===== src/rtl/adc_seq_pkg.sv =====
package adc_seq_pkg;

  localparam int CHAN_W = 4;
  localparam int SLOT_W = 3;
  localparam int SLOTS  = 1 << SLOT_W;

  typedef enum logic [1:0] {
    ST_IDLE  = 2'd0,
    ST_START = 2'd1,
    ST_WAIT  = 2'd2
  } seq_state_t;

  typedef struct packed {
    logic              len8;
    logic              multi;
    logic [CHAN_W-1:0] chan;
  } seq_cfg_t;

  // Highest slot index of a sequence.
  function automatic logic [SLOT_W-1:0] last_slot(input logic len8);
    return len8 ? SLOT_W'(SLOTS - 1) : SLOT_W'(SLOTS / 2 - 1);
  endfunction

  // Channel code converted in a given slot.
  function automatic logic [CHAN_W-1:0] slot_channel(input seq_cfg_t c,
                                                     input logic [SLOT_W-1:0] slot);
    logic [CHAN_W-1:0] code;
    if (!c.multi)      code = c.chan;
    else if (c.len8)   code = {c.chan[3], slot};
    else               code = {c.chan[3:2], slot[1:0]};
    return code;
  endfunction

endpackage


===== src/rtl/adc_seq_cfg_reg.sv =====
module adc_seq_cfg_reg
  import adc_seq_pkg::*;
(
  input  logic     clk,
  input  logic     rst_n,
  input  logic     wr_en,
  input  seq_cfg_t wr_cfg,
  output seq_cfg_t cfg_q
);

  always_ff @(posedge clk or negedge rst_n) begin
    if (!rst_n)     cfg_q <= '0;
    else if (wr_en) cfg_q <= wr_cfg;
  end

endmodule


===== src/rtl/adc_seq_fsm.sv =====
module adc_seq_fsm
  import adc_seq_pkg::*;
(
  input  logic              clk,
  input  logic              rst_n,
  input  logic              restart,
  input  logic              len8,
  input  logic              done,
  output logic              start,
  output logic              waiting,
  output logic              wr_en,
  output logic [SLOT_W-1:0] slot,
  output logic              complete
);

  seq_state_t state_q;
  logic [SLOT_W-1:0] slot_q;
  logic complete_q;
  logic at_last;

  assign at_last = (slot_q == last_slot(len8));

  always_ff @(posedge clk or negedge rst_n) begin
    if (!rst_n) begin
      state_q    <= ST_IDLE;
      slot_q     <= '0;
      complete_q <= 1'b0;
    end else if (restart) begin
      state_q    <= ST_START;
      slot_q     <= '0;
      complete_q <= 1'b0;
    end else begin
      unique case (state_q)
        ST_START: state_q <= ST_WAIT;
        ST_WAIT: begin
          if (done) begin
            if (at_last) begin
              state_q    <= ST_IDLE;
              complete_q <= 1'b1;
            end else begin
              slot_q  <= slot_q + 1'b1;
              state_q <= ST_START;
            end
          end
        end
        default: state_q <= ST_IDLE;
      endcase
    end
  end

  assign start    = (state_q == ST_START);
  assign waiting  = (state_q == ST_WAIT);
  assign wr_en    = waiting && done && !restart;
  assign slot     = slot_q;
  assign complete = complete_q;

endmodule


===== src/rtl/adc_seq_result_file.sv =====
module adc_seq_result_file
  import adc_seq_pkg::*;
#(
  parameter int DATA_W = 10
) (
  input  logic              clk,
  input  logic              rst_n,
  input  logic              wr_en,
  input  logic [SLOT_W-1:0] wr_idx,
  input  logic [DATA_W-1:0] wr_data,
  input  logic [SLOT_W-1:0] rd_idx,
  output logic [DATA_W-1:0] rd_data
);

  logic [DATA_W-1:0] entry_q [SLOTS];

  for (genvar i = 0; i < SLOTS; i++) begin : g_entry
    always_ff @(posedge clk or negedge rst_n) begin
      if (!rst_n)                              entry_q[i] <= '0;
      else if (wr_en && wr_idx == SLOT_W'(i))  entry_q[i] <= wr_data;
    end
  end

  assign rd_data = entry_q[rd_idx];

endmodule


===== src/rtl/adc_seq_ctrl.sv =====
module adc_seq_ctrl
  import adc_seq_pkg::*;
#(
  parameter int DATA_W = 10
) (
  input  logic              clk,
  input  logic              rst_n,
  input  logic              cfg_we,
  input  logic              cfg_len8,
  input  logic              cfg_multi,
  input  logic [3:0]        cfg_chan,
  output logic              conv_start,
  output logic [3:0]        conv_mux,
  input  logic              conv_done,
  input  logic [DATA_W-1:0] conv_data,
  output logic              res_we,
  output logic [2:0]        res_idx,
  output logic              seq_complete,
  input  logic [2:0]        rd_idx,
  output logic [DATA_W-1:0] rd_data
);

  seq_cfg_t wr_cfg, cfg_q;
  logic [SLOT_W-1:0] slot;
  logic in_conv;
  logic cfg_len8_q, cfg_multi_q;
  logic [CHAN_W-1:0] cfg_chan_q;

  assign wr_cfg = '{len8: cfg_len8, multi: cfg_multi, chan: cfg_chan};

  adc_seq_cfg_reg u_cfg (
    .clk    (clk),
    .rst_n  (rst_n),
    .wr_en  (cfg_we),
    .wr_cfg (wr_cfg),
    .cfg_q  (cfg_q)
  );

  adc_seq_fsm u_fsm (
    .clk      (clk),
    .rst_n    (rst_n),
    .restart  (cfg_we),
    .len8     (cfg_q.len8),
    .done     (conv_done),
    .start    (conv_start),
    .waiting  (in_conv),
    .wr_en    (res_we),
    .slot     (slot),
    .complete (seq_complete)
  );

  adc_seq_result_file #(.DATA_W(DATA_W)) u_res (
    .clk     (clk),
    .rst_n   (rst_n),
    .wr_en   (res_we),
    .wr_idx  (slot),
    .wr_data (conv_data),
    .rd_idx  (rd_idx),
    .rd_data (rd_data)
  );

  assign conv_mux    = slot_channel(cfg_q, slot);
  assign res_idx     = slot;
  assign cfg_len8_q  = cfg_q.len8;
  assign cfg_multi_q = cfg_q.multi;
  assign cfg_chan_q  = cfg_q.chan;

endmodule


===== config.mk =====
export PLATFORM = sky130hd
export DESIGN_NAME = adc_seq_ctrl
export DESIGN_NICKNAME = d
export VERILOG_FILES = /design/src/rtl/adc_seq_pkg.sv /design/src/rtl/adc_seq_cfg_reg.sv /design/src/rtl/adc_seq_fsm.sv /design/src/rtl/adc_seq_result_file.sv /design/src/rtl/adc_seq_ctrl.sv
export SDC_FILE = /design/constraint.sdc
export NUM_CORES = 1
export LEC_CHECK = 0
export CORE_AREA = 2 2 101 103
export DETAILED_ROUTE_END_ITERATION = 10
export DIE_AREA = 0 0 103 105
export HOLD_SLACK_MARGIN = 0.03
export PLACE_DENSITY = 0.65
export SYNTH_ARGS = -nofsm -noshare
export SYNTH_HDL_FRONTEND = slang
export SYNTH_SLANG_ARGS = --single-unit

===== constraint.sdc =====
create_clock -name clk -period 2.1 [get_ports clk]
set_input_delay 0.42 -clock clk [delete_from_list [all_inputs] [get_ports clk]]
set_output_delay 0.42 -clock clk [all_outputs]
set_load 0.005 [all_outputs]

==> impl_metrics.json, run 1 <==
{
  "io_pins": 43,
  "grt_pass1_vias": 2642,
  "drt_iter0_drc": 75,
  "fin_cells": 471,
  "rsz0062_at_grt": "no",
  "tritoncts": "built",
  "finalHoldViolCount": 0,
  "setup_violations": 0,
  "crit_type": "reg2out",
  "place_inst": 447,
  "grt_pass1_wl_um": 14510,
  "n_antenna_cell": 0,
  "antenna_found_initial": 0,
  "hpwl_um": 5315,
  "ys_seq_area_share_pct": 52.90,
  "synthFlopType": "dfrtp_1",
  "ant_nets": 0,
  "grt_max_degree": 40,
  "initial_core_util_pct": 45.15,
  "clkLatencyLatePin_ns": 0.36,
  "async_reset_ff_share_pct": 100.0,
  "path_max_fanout": 2,
  "leakage_nw": 2.552,
  "status": "complete, no violations",
  "slew_viol_final": 0,
  "critPathRequiredTime_ns": 1.68,
  "cp.arrival_ns": 1.63,
  "wire_per_inst_um": 19.54,
  "fin_crit_sh_pct": 97.42,
  "yosysWarnings": 0,
  "port_buffers": 42,
  "drtPass1Iterations": 4,
  "start_kind": "register",
  "dieArea_mm2": 0.01082,
  "grtUsageTotal_pct": 18.05,
  "synth_fp_nets": 297,
  "finalNetCount": 362,
  "synth_area_per_cell_um2": 16.24,
  "synth_cell_type_count": 26,
  "ir_drop_v": 0.0003113,
  "synth_area_mm2": 0.004352,
  "maxSlewHeadroom_pct": 64.60,
  "synth_edf_count": 0,
  "grt_overflow": 0,
  "core_mm2": 0.009639,
  "fin_skew_ns": 0.01125,
  "syn_inst": 268,
  "fmax_mhz": 488.8,
  "routed_wl_um": 9202,
  "max_cap_violations": 0,
  "endpoint_kind": "primary output",
  "die_h_um": 105,
  "die_width_um": 103,
  "power_density_mw_per_mm2": 637.9,
  "dr_total_vias": 2545,
  "post_drt_via_cell_ratio": 5.403,
  "crit_chain": "mux4_2 > mux2_2 > clkbuf_2",
  "numCtsBuffers": 9,
  "final_util_pct": 55.14,
  "drive_gt1_share_pct": 53.55,
  "gp_congestion": 0.7347,
  "cts.reportedPaths.clkPinSlew_ns": 0.10,
  "area_growth_syn_to_layout_pct": 22.14,
  "critPathBufInv": 1,
  "root_buffer": "clkbuf_8",
  "synth-seq-cells": 92,
  "min_path_type": "in2async",
  "rows": 36,
  "clockBufferDepth": 2,
  "htreeDepth": 3,
  "fin_crit_ns": 2.046,
  "cts_sinks": 92,
  "path_delay_family": "multiplexers",
  "route.detailed.drc": 0,
  "cpMaxStageDelayCell": "mux4_2",
  "cp_slowest_stage_delay_ns": 0.48,
  "worstMarginPinSlew_ns": 0.5310
}
## cells by family after synthesis
family | synth area share [%]
buffers and inverters | 2.588
DFF | 52.90
xor gates and xnor gates | 0.2013
AOI/OAI and AO/OA | 0.3736
and+or+nand+nor | 4.026
adders and majority gates | 1.725
muxes | 38.18
## cell usage after synthesis (2+ instances only)
library cell,number,share of area [%]
mux2_2,100,26
buf_2,3,0.34
buf_6,2,0.52
nor3b_1,5,0.86
and4bb_2,2,0.57
inv_1,3,0.26
ha_1,6,1.7
nand3b_1,4,0.69
mux4_1,20,12
dfrtp_1,92,53
nand2b_1,2,0.29
clkbuf_1,2,0.17
nand2_1,2,0.17
buf_4,7,1.2
nor2_1,7,0.60
## metal layers
| layer | global-route usage (%) | share of wire [%] | up-vias | wire length (um) |
|---|---|---|---|---|
| met3 | 3.144 | 3.7 | 11 | 342 |
| met2 | 28.62 | 49 | 57 | 4524 |
| met5 | 0 | 0 | - | 0 |
| met4 | 5.639 | 1.4 | 0 | 133 |
| met1 | 25.24 | 46 | 1350 | 4201 |
| li1 | - | - | 1127 | - |
## cell type report
class | count | area (um^2)
Inverter | 3 | 11.26
Timing Repair Buffer | 69 | 763.2
Sequential cell | 92 | 2305
Clock inverter | 6 | 38.79
Fill cell | 839 | 4324
Tap cell | 133 | 166.4
Clock buffer | 10 | 137.6
Multi-Input combinational cell | 158 | 1893
## flip-flops by register name (all words and copies together), names as in the netlist
register	count
u_res.entry_q	80
u_cfg.cfg_q	6
u_fsm.state_q	2
u_fsm.complete	1
u_fsm.slot	3
## path summary, 6_finish.rpt
path / start / end / slack [ns] / cells past startpoint
max reg2reg: u_fsm.slot[0] / u_res.entry_q[48] / 0.33 / 5
max: u_res.entry_q[55] / rd_data[5] / 0.05 / 3
max in group asynchronous: rst_n / u_res.entry_q[79] / 1.49 / 2
min in group clk: u_res.entry_q[78] / u_res.entry_q[78] / 0.50 / 1
min reg2reg: u_res.entry_q[78] / u_res.entry_q[78] / 0.50 / 1
min: rst_n / u_res.entry_q[18] / 0.03 / 1
## layout by cell type (no fill, tap or decap), types with 4 or more instances in the layout
cell type,count
mux2_2,95
dfrtp_1,90
clkdlybuf4s50_1,27
mux4_2,18
buf_4,16
clkbuf_8,10
buf_12,9
nor2_1,7
ha_1,6
mux2_4,5
clkbuf_2,5
buf_2,5
nand3b_1,4
nor3b_1,4
buf_16,4
## report_power, final
group | switching [W] | internal, W
Combinational | 0.000156 | 0.000247
Clock | 0.000626 | 0.000461
Sequential | 0.0000495 | 0.00185
## per-stage QoR
step | setup slack [ns] | setup TNS (ns) | hold WS, ns | power [W] | instance area, um^2
6_report | 0.05422 | 0 | 0.03461 | 0.003391 | 5315
5_1_grt | 0.003697 | 0 | 0.06693 | 0.003545 | 5315
4_1_cts | -0.09119 | -0.2632 | 0.04152 | 0.003427 | 5331
3_5_place_dp | -0.7749 | -9.059 | 0.4336 | 0.002296 | 5082
3_3_place_gp | -0.7521 | -8.423 | 0.4342 | 0.002288 | 5082
2_1_floorplan | 0.3295 | 0 | 0.1244 | 0.002101 | 4352
## what timing repair did
item / CTS / global route
buffers inserted: 3 / 1
resized for setup: 65 / 13
hold buffers: 0 / 0
endpoints found under the setup margin: 11 / 8
cloned: 4 / 0
## worst register-to-register path, cell delays in order, from the launching register on
cell	delay (ns)
dfrtp_1	0.45
ha_1	0.28
ha_1	0.17
nor3b_2	0.22
buf_12	0.18
mux2_2	0.35
Power figures use the tool's default switching activity.
==> run 2: changes to the inputs <==
--- a/config.mk
+++ b/config.mk
@@ -5,11 +5,13 @@
 export SDC_FILE = /design/constraint.sdc
 export NUM_CORES = 1
 export LEC_CHECK = 0
+export CAP_MARGIN = 20
 export CORE_AREA = 2 2 101 103
 export DETAILED_ROUTE_END_ITERATION = 10
 export DIE_AREA = 0 0 103 105
 export HOLD_SLACK_MARGIN = 0.03
 export PLACE_DENSITY = 0.65
+export RECOVER_POWER = 50
 export SYNTH_ARGS = -nofsm -noshare
 export SYNTH_HDL_FRONTEND = slang
 export SYNTH_SLANG_ARGS = --single-unit
==> impl_metrics.json, run 2 (synthesis gave the netlist of run 1 again) <==
{
  "finalNetCount": 362,
  "hpwl_um": 5315,
  "root_buffer": "clkbuf_8",
  "postCtsHoldBufs": 0,
  "finalHoldViolCount": 0,
  "grt_pass1_wl_um": 14510,
  "initial_core_util_pct": 45.15,
  "grt_max_degree": 40,
  "total_power_w": 0.003386,
  "ir_drop_v": 0.0003107,
  "htreeDepth": 3,
  "endpoint_kind": "primary output",
  "setup_violations": 0,
  "port_buffers": 42,
  "crit_type": "reg2out",
  "timing.hold.ws_ns": 0.2139,
  "slew_viol_final": 0,
  "multiInputGateArea_mm2": 0.001893,
  "maxSlewHeadroom_pct": 34.28,
  "path_max_fanout": 2,
  "min_path_type": "in2async",
  "max_cap_violations": 0,
  "numCtsBuffers": 9,
  "cts.reportedPaths.clkPinSlew_ns": 0.10,
  "antenna_found_initial": 0,
  "gp_congestion": 0.7347,
  "tritoncts": "built",
  "die_h_um": 105,
  "fmax_mhz": 487.7,
  "place_inst": 447,
  "fin_area_mm2": 0.005284,
  "worstMarginPinSlew_ns": 0.9858,
  "die_width_um": 103,
  "final_cell_mix": "mux2_2, dfrtp_1, clkdlybuf4s50_1",
  "drt_iter0_drc": 65,
  "drive_gt1_share_pct": 52.66,
  "rrSetupSlack_ns": 0.34,
  "n_antenna_cell": 0,
  "critPathRequiredTime_ns": 1.68,
  "grtUsageTotal_pct": 18.05,
  "largest_register_ffs": 80,
  "seqCellArea_mm2": 0.002305,
  "io_pins": 43,
  "nFillCells": 843,
  "route.detailed.drc": 0,
  "power_density_mw_per_mm2": 640.7,
  "post_drt_via_cell_ratio": 5.386,
  "clkLatencyLatePin_ns": 0.36,
  "cp.arrival_ns": 1.63,
  "wire_per_inst_um": 19.58,
  "rows": 36,
  "routed_wl_um": 9220,
  "cts_sinks": 92,
  "fin_crit_ns": 2.050,
  "drtPass1Iterations": 4,
  "clockBufferDepth": 2,
  "final_common_cell": "mux2_2",
  "grt_overflow": 0,
  "dr_total_vias": 2537,
  "largest-register": "u_res.entry_q",
  "status": "complete, no violations",
  "rsz0062_at_grt": "no",
  "leakage_nw": 2.535,
  "reg2reg_depth": 5,
  "core_mm2": 0.009639,
  "fin_cells": 471,
  "fin_skew_ns": 0.01160,
  "ant_nets": 0,
  "start_kind": "register",
  "dieArea_mm2": 0.01082,
  "grt_pass1_vias": 2642,
  "fin_crit_sh_pct": 97.64,
  "placed_area_mm2": 0.005082,
  "area_growth_syn_to_layout_pct": 21.42
}
==> run 2: cell count changes in the layout (fill, tap and decap cells not counted) <==
| cell | before | now |
|---|---|---|
| buf_4 | 16 | 11 |
| clkbuf_2 | 5 | 8 |
| clkdlybuf4s50_1 | 27 | 26 |
| buf_12 | 9 | 8 |
| clkbuf_1 | 0 | 3 |
| dlygate4sd3_1 | 0 | 1 |
==> run 2: layout make-up <==
| type | count | area share [%] |
|---|---|---|
| Inverter | 3 | 0.2131 |
| Clock inverter | 6 | 0.7341 |
| Tap cell | 133 | 3.149 |
| Clock buffer | 10 | 2.605 |
| Multi-Input combinational cell | 158 | 35.83 |
| Timing Repair Buffer | 69 | 13.85 |
| Sequential cell | 92 | 43.62 |
==> run 2: what timing repair did <==
action / in CTS / in global routing
setup buffers: 3 / 1
resized for setup: 65 / 13
endpoints found under the setup margin: 11 / 8
cloned: 4 / 0
==> run 2: where the power goes <==
| part | switching (W) | internal [W] | total [W] |
|---|---|---|---|
| logic | 0.000155 | 0.000240 | 0.000395 |
| registers | 0.0000498 | 0.00185 | 0.00190 |
| clock network | 0.000629 | 0.000461 | 0.00109 |
==> run 2: path summary, 6_finish.rpt <==
| kind | from | end |
|---|---|---|
| min in group clk | u_res.entry_q[78] | u_res.entry_q[78] |
| max in group asynchronous | rst_n | u_res.entry_q[79] |
| setup / recovery | u_res.entry_q[55] | rd_data[5] |
| hold reg to reg | u_res.entry_q[78] | u_res.entry_q[78] |
| hold / removal | rst_n | u_res.entry_q[18] |
| setup reg to reg | u_fsm.slot[0] | u_res.entry_q[48] |
==> run 2: worst max-delay path, stage by stage (launching register included) <==
cell and delay, ns:
dfrtp_1 0.41, mux4_2 0.48, mux2_2 0.27, clkbuf_2 0.11
==> run 2: layer usage <==
layer / part of all wire, % / global-route usage (%) / wire [um]
met2: 49 / 28.62 / 4494
met1: 47 / 25.24 / 4298
met5: 0 / 0 / 0
met3: 3.2 / 3.144 / 291
met4: 1.5 / 5.639 / 136
==> run 2: stage by stage <==
stage	utilization (%)	TNS (ns)	setup slack, ns
after floorplan	-	0	0.3295
after global placement	52.73	-8.423	-0.7521
after detailed placement	52.73	-9.059	-0.7749
after CTS	55.31	-0.2632	-0.09119
after global routing	54.82	0	0.003697
final	54.82	0	0.04950
==> run 3: changes to the inputs <==
--- a/config.mk
+++ b/config.mk
@@ -12,6 +12,7 @@
 export HOLD_SLACK_MARGIN = 0.03
 export PLACE_DENSITY = 0.65
 export RECOVER_POWER = 50
+export SKIP_CTS_REPAIR_TIMING = 1
 export SYNTH_ARGS = -nofsm -noshare
 export SYNTH_HDL_FRONTEND = slang
 export SYNTH_SLANG_ARGS = --single-unit
==> impl_metrics.json, run 3 (synthesis gave the netlist of run 1 again) <==
{
  "final_common_cell": "mux2_2",
  "largest-register": "u_res.entry_q",
  "grt_pass1_wl_um": 13210,
  "post_drt_via_cell_ratio": 5.434,
  "fmax_mhz": 477.4,
  "switching_power_w": 0.0008303,
  "leakage_nw": 2.637,
  "core_mm2": 0.009639,
  "place_inst": 447,
  "grt_max_degree": 40,
  "status": "complete, no violations",
  "critPathRequiredTime_ns": 1.68,
  "start_kind": "input pin",
  "finalHoldViolCount": 0,
  "ant_nets": 0,
  "port_buffers": 42,
  "rows": 36,
  "cpMaxStageDelayCell": "mux4_2",
  "internal-power_w": 0.002546,
  "final.setup.worst_slack_ns": 0.005460,
  "fin_crit_ns": 2.095,
  "final_cell_mix": "mux2_2, dfrtp_1, clkdlybuf4s50_1",
  "min_path_type": "in2async",
  "clkLatencyLatePin_ns": 0.36,
  "initial_core_util_pct": 45.15,
  "max_cap_violations": 0,
  "seqPwrFrac_pct": 56.3,
  "root_buffer": "clkbuf_8",
  "numCtsBuffers": 9,
  "hpwl_um": 5315,
  "slew_viol_final": 0,
  "critPathBufInv": 4,
  "cts.reportedPaths.clkPinSlew_ns": 0.09,
  "fin_cells": 470,
  "ir_drop_v": 0.0003103,
  "drtPass1Iterations": 4,
  "crit_type": "in2out",
  "power_density_mw_per_mm2": 635.9,
  "n_antenna_cell": 0,
  "route.detailed.drc": 0,
  "worstMarginPinSlew_ns": 0.9813,
  "gp_congestion": 0.7347,
  "path_delay_family": "multiplexers",
  "drive_gt1_share_pct": 49.85,
  "nFillCells": 836,
  "tritoncts": "built",
  "sw_frac_of_total_pct": 24.59,
  "finalNetCount": 361,
  "routed_wl_um": 9056,
  "fin_skew_ns": 0.01165,
  "area_growth_syn_to_layout_pct": 22.02,
  "endpoint_kind": "primary output",
  "fin_crit_sh_pct": 99.74,
  "dieArea_mm2": 0.01082,
  "combPwrFrac_pct": 11.4,
  "timing.hold.ws_ns": 0.2108,
  "largest_register_ffs": 80,
  "io_pins": 43,
  "wire_per_inst_um": 19.27,
  "final_util_pct": 55.09,
  "grt_overflow": 0,
  "htreeDepth": 3,
  "dpl_worst_slack_ns": -0.7749,
  "finalSetupTns_ns": 0,
  "die_width_um": 103,
  "clock_power_share_pct": 32.3,
  "path_max_fanout": 4,
  "dr_total_vias": 2554,
  "rsz0062_at_grt": "yes",
  "die_h_um": 105,
  "grt_pass1_vias": 2528,
  "antenna_found_initial": 0,
  "cp.arrival_ns": 1.67,
  "cp_slowest_stage_delay_ns": 0.50,
  "setup_violations": 0,
  "crit_chain": "buf_12 > clkbuf_16 > buf_4 > mux4_2 > mux2_2 > dlymetal6s2s_1",
  "clockBufferDepth": 2,
  "drt_iter0_drc": 94,
  "grtUsageTotal_pct": 16.47,
  "cts_sinks": 92,
  "maxSlewHeadroom_pct": 34.58
}
[run 3: changes by cell type in the layout (fill, tap and decap cells not counted), sizes merged]
cell and delta:
clkbuf +2, dlymetal6s2s +7, buf -8, clkdlybuf4s15 -1
dlygate4sd2 -1
[run 3: cell type report]
type	instances	area, um^2	share of cell area (%)
flip-flops and latches	92	2305	43.40
multi-input cells	158	1901	35.79
repair buffers	68	750.7	14.14
well taps	133	166.4	3.134
clock buffers	10	137.6	2.592
clock inverters	6	38.79	0.7304
inverters	3	11.26	0.2121
[run 3: per-layer routing]
| metal | wire [um] | global-route usage, % |
|---|---|---|
| met5 | 0 | 0 |
| met4 | 124 | 5.357 |
| met3 | 293 | 2.676 |
| met2 | 4336 | 27.04 |
| met1 | 4302 | 22.20 |
[run 3: worst paths after layout]
| path | depth (start not counted) | start | end | slack [ns] |
|---|---|---|---|---|
| hold / removal | 1 | rst_n | u_res.entry_q[18] | 0.21 |
| min in group clk | 4 | conv_done | u_fsm.state_q[1] | 0.49 |
| max in group asynchronous | 2 | rst_n | u_res.entry_q[79] | 0.49 |
| setup / recovery | 6 | rd_idx[0] | rd_data[5] | 0.005 |
| setup reg to reg | 5 | u_fsm.slot[0] | u_res.entry_q[48] | 0.34 |
| hold reg to reg | 1 | u_res.entry_q[78] | u_res.entry_q[78] | 0.50 |
[run 3: worst register-to-register path, delay by kind of cell, from the launching register on]
family	cells	cell delay, ns
simple gates	1	0.22
buf+inv	1	0.18
fa+ha+maj	2	0.45
flops	1	0.45
mux	1	0.35
[run 3: per-stage QoR]
step,area [um^2],total power (W)
after floorplan,4352,0.002101
after detailed placement,5082,0.002296
after global placement,5082,0.002288
after global routing,5310,0.003524
final,5310,0.003376
after CTS,5259,0.003389
[run 3: power groups by stage]
stage	Clock (W)	Combinational [W]	Sequential (W)
global route	0.00120	0.000418	0.00191
CTS	0.00112	0.000373	0.00189
floorplan	0	0.000188	0.00191
detailed placement	0	0.000369	0.00193
finish	0.00109	0.000386	0.00190
global placement	0	0.000364	0.00192
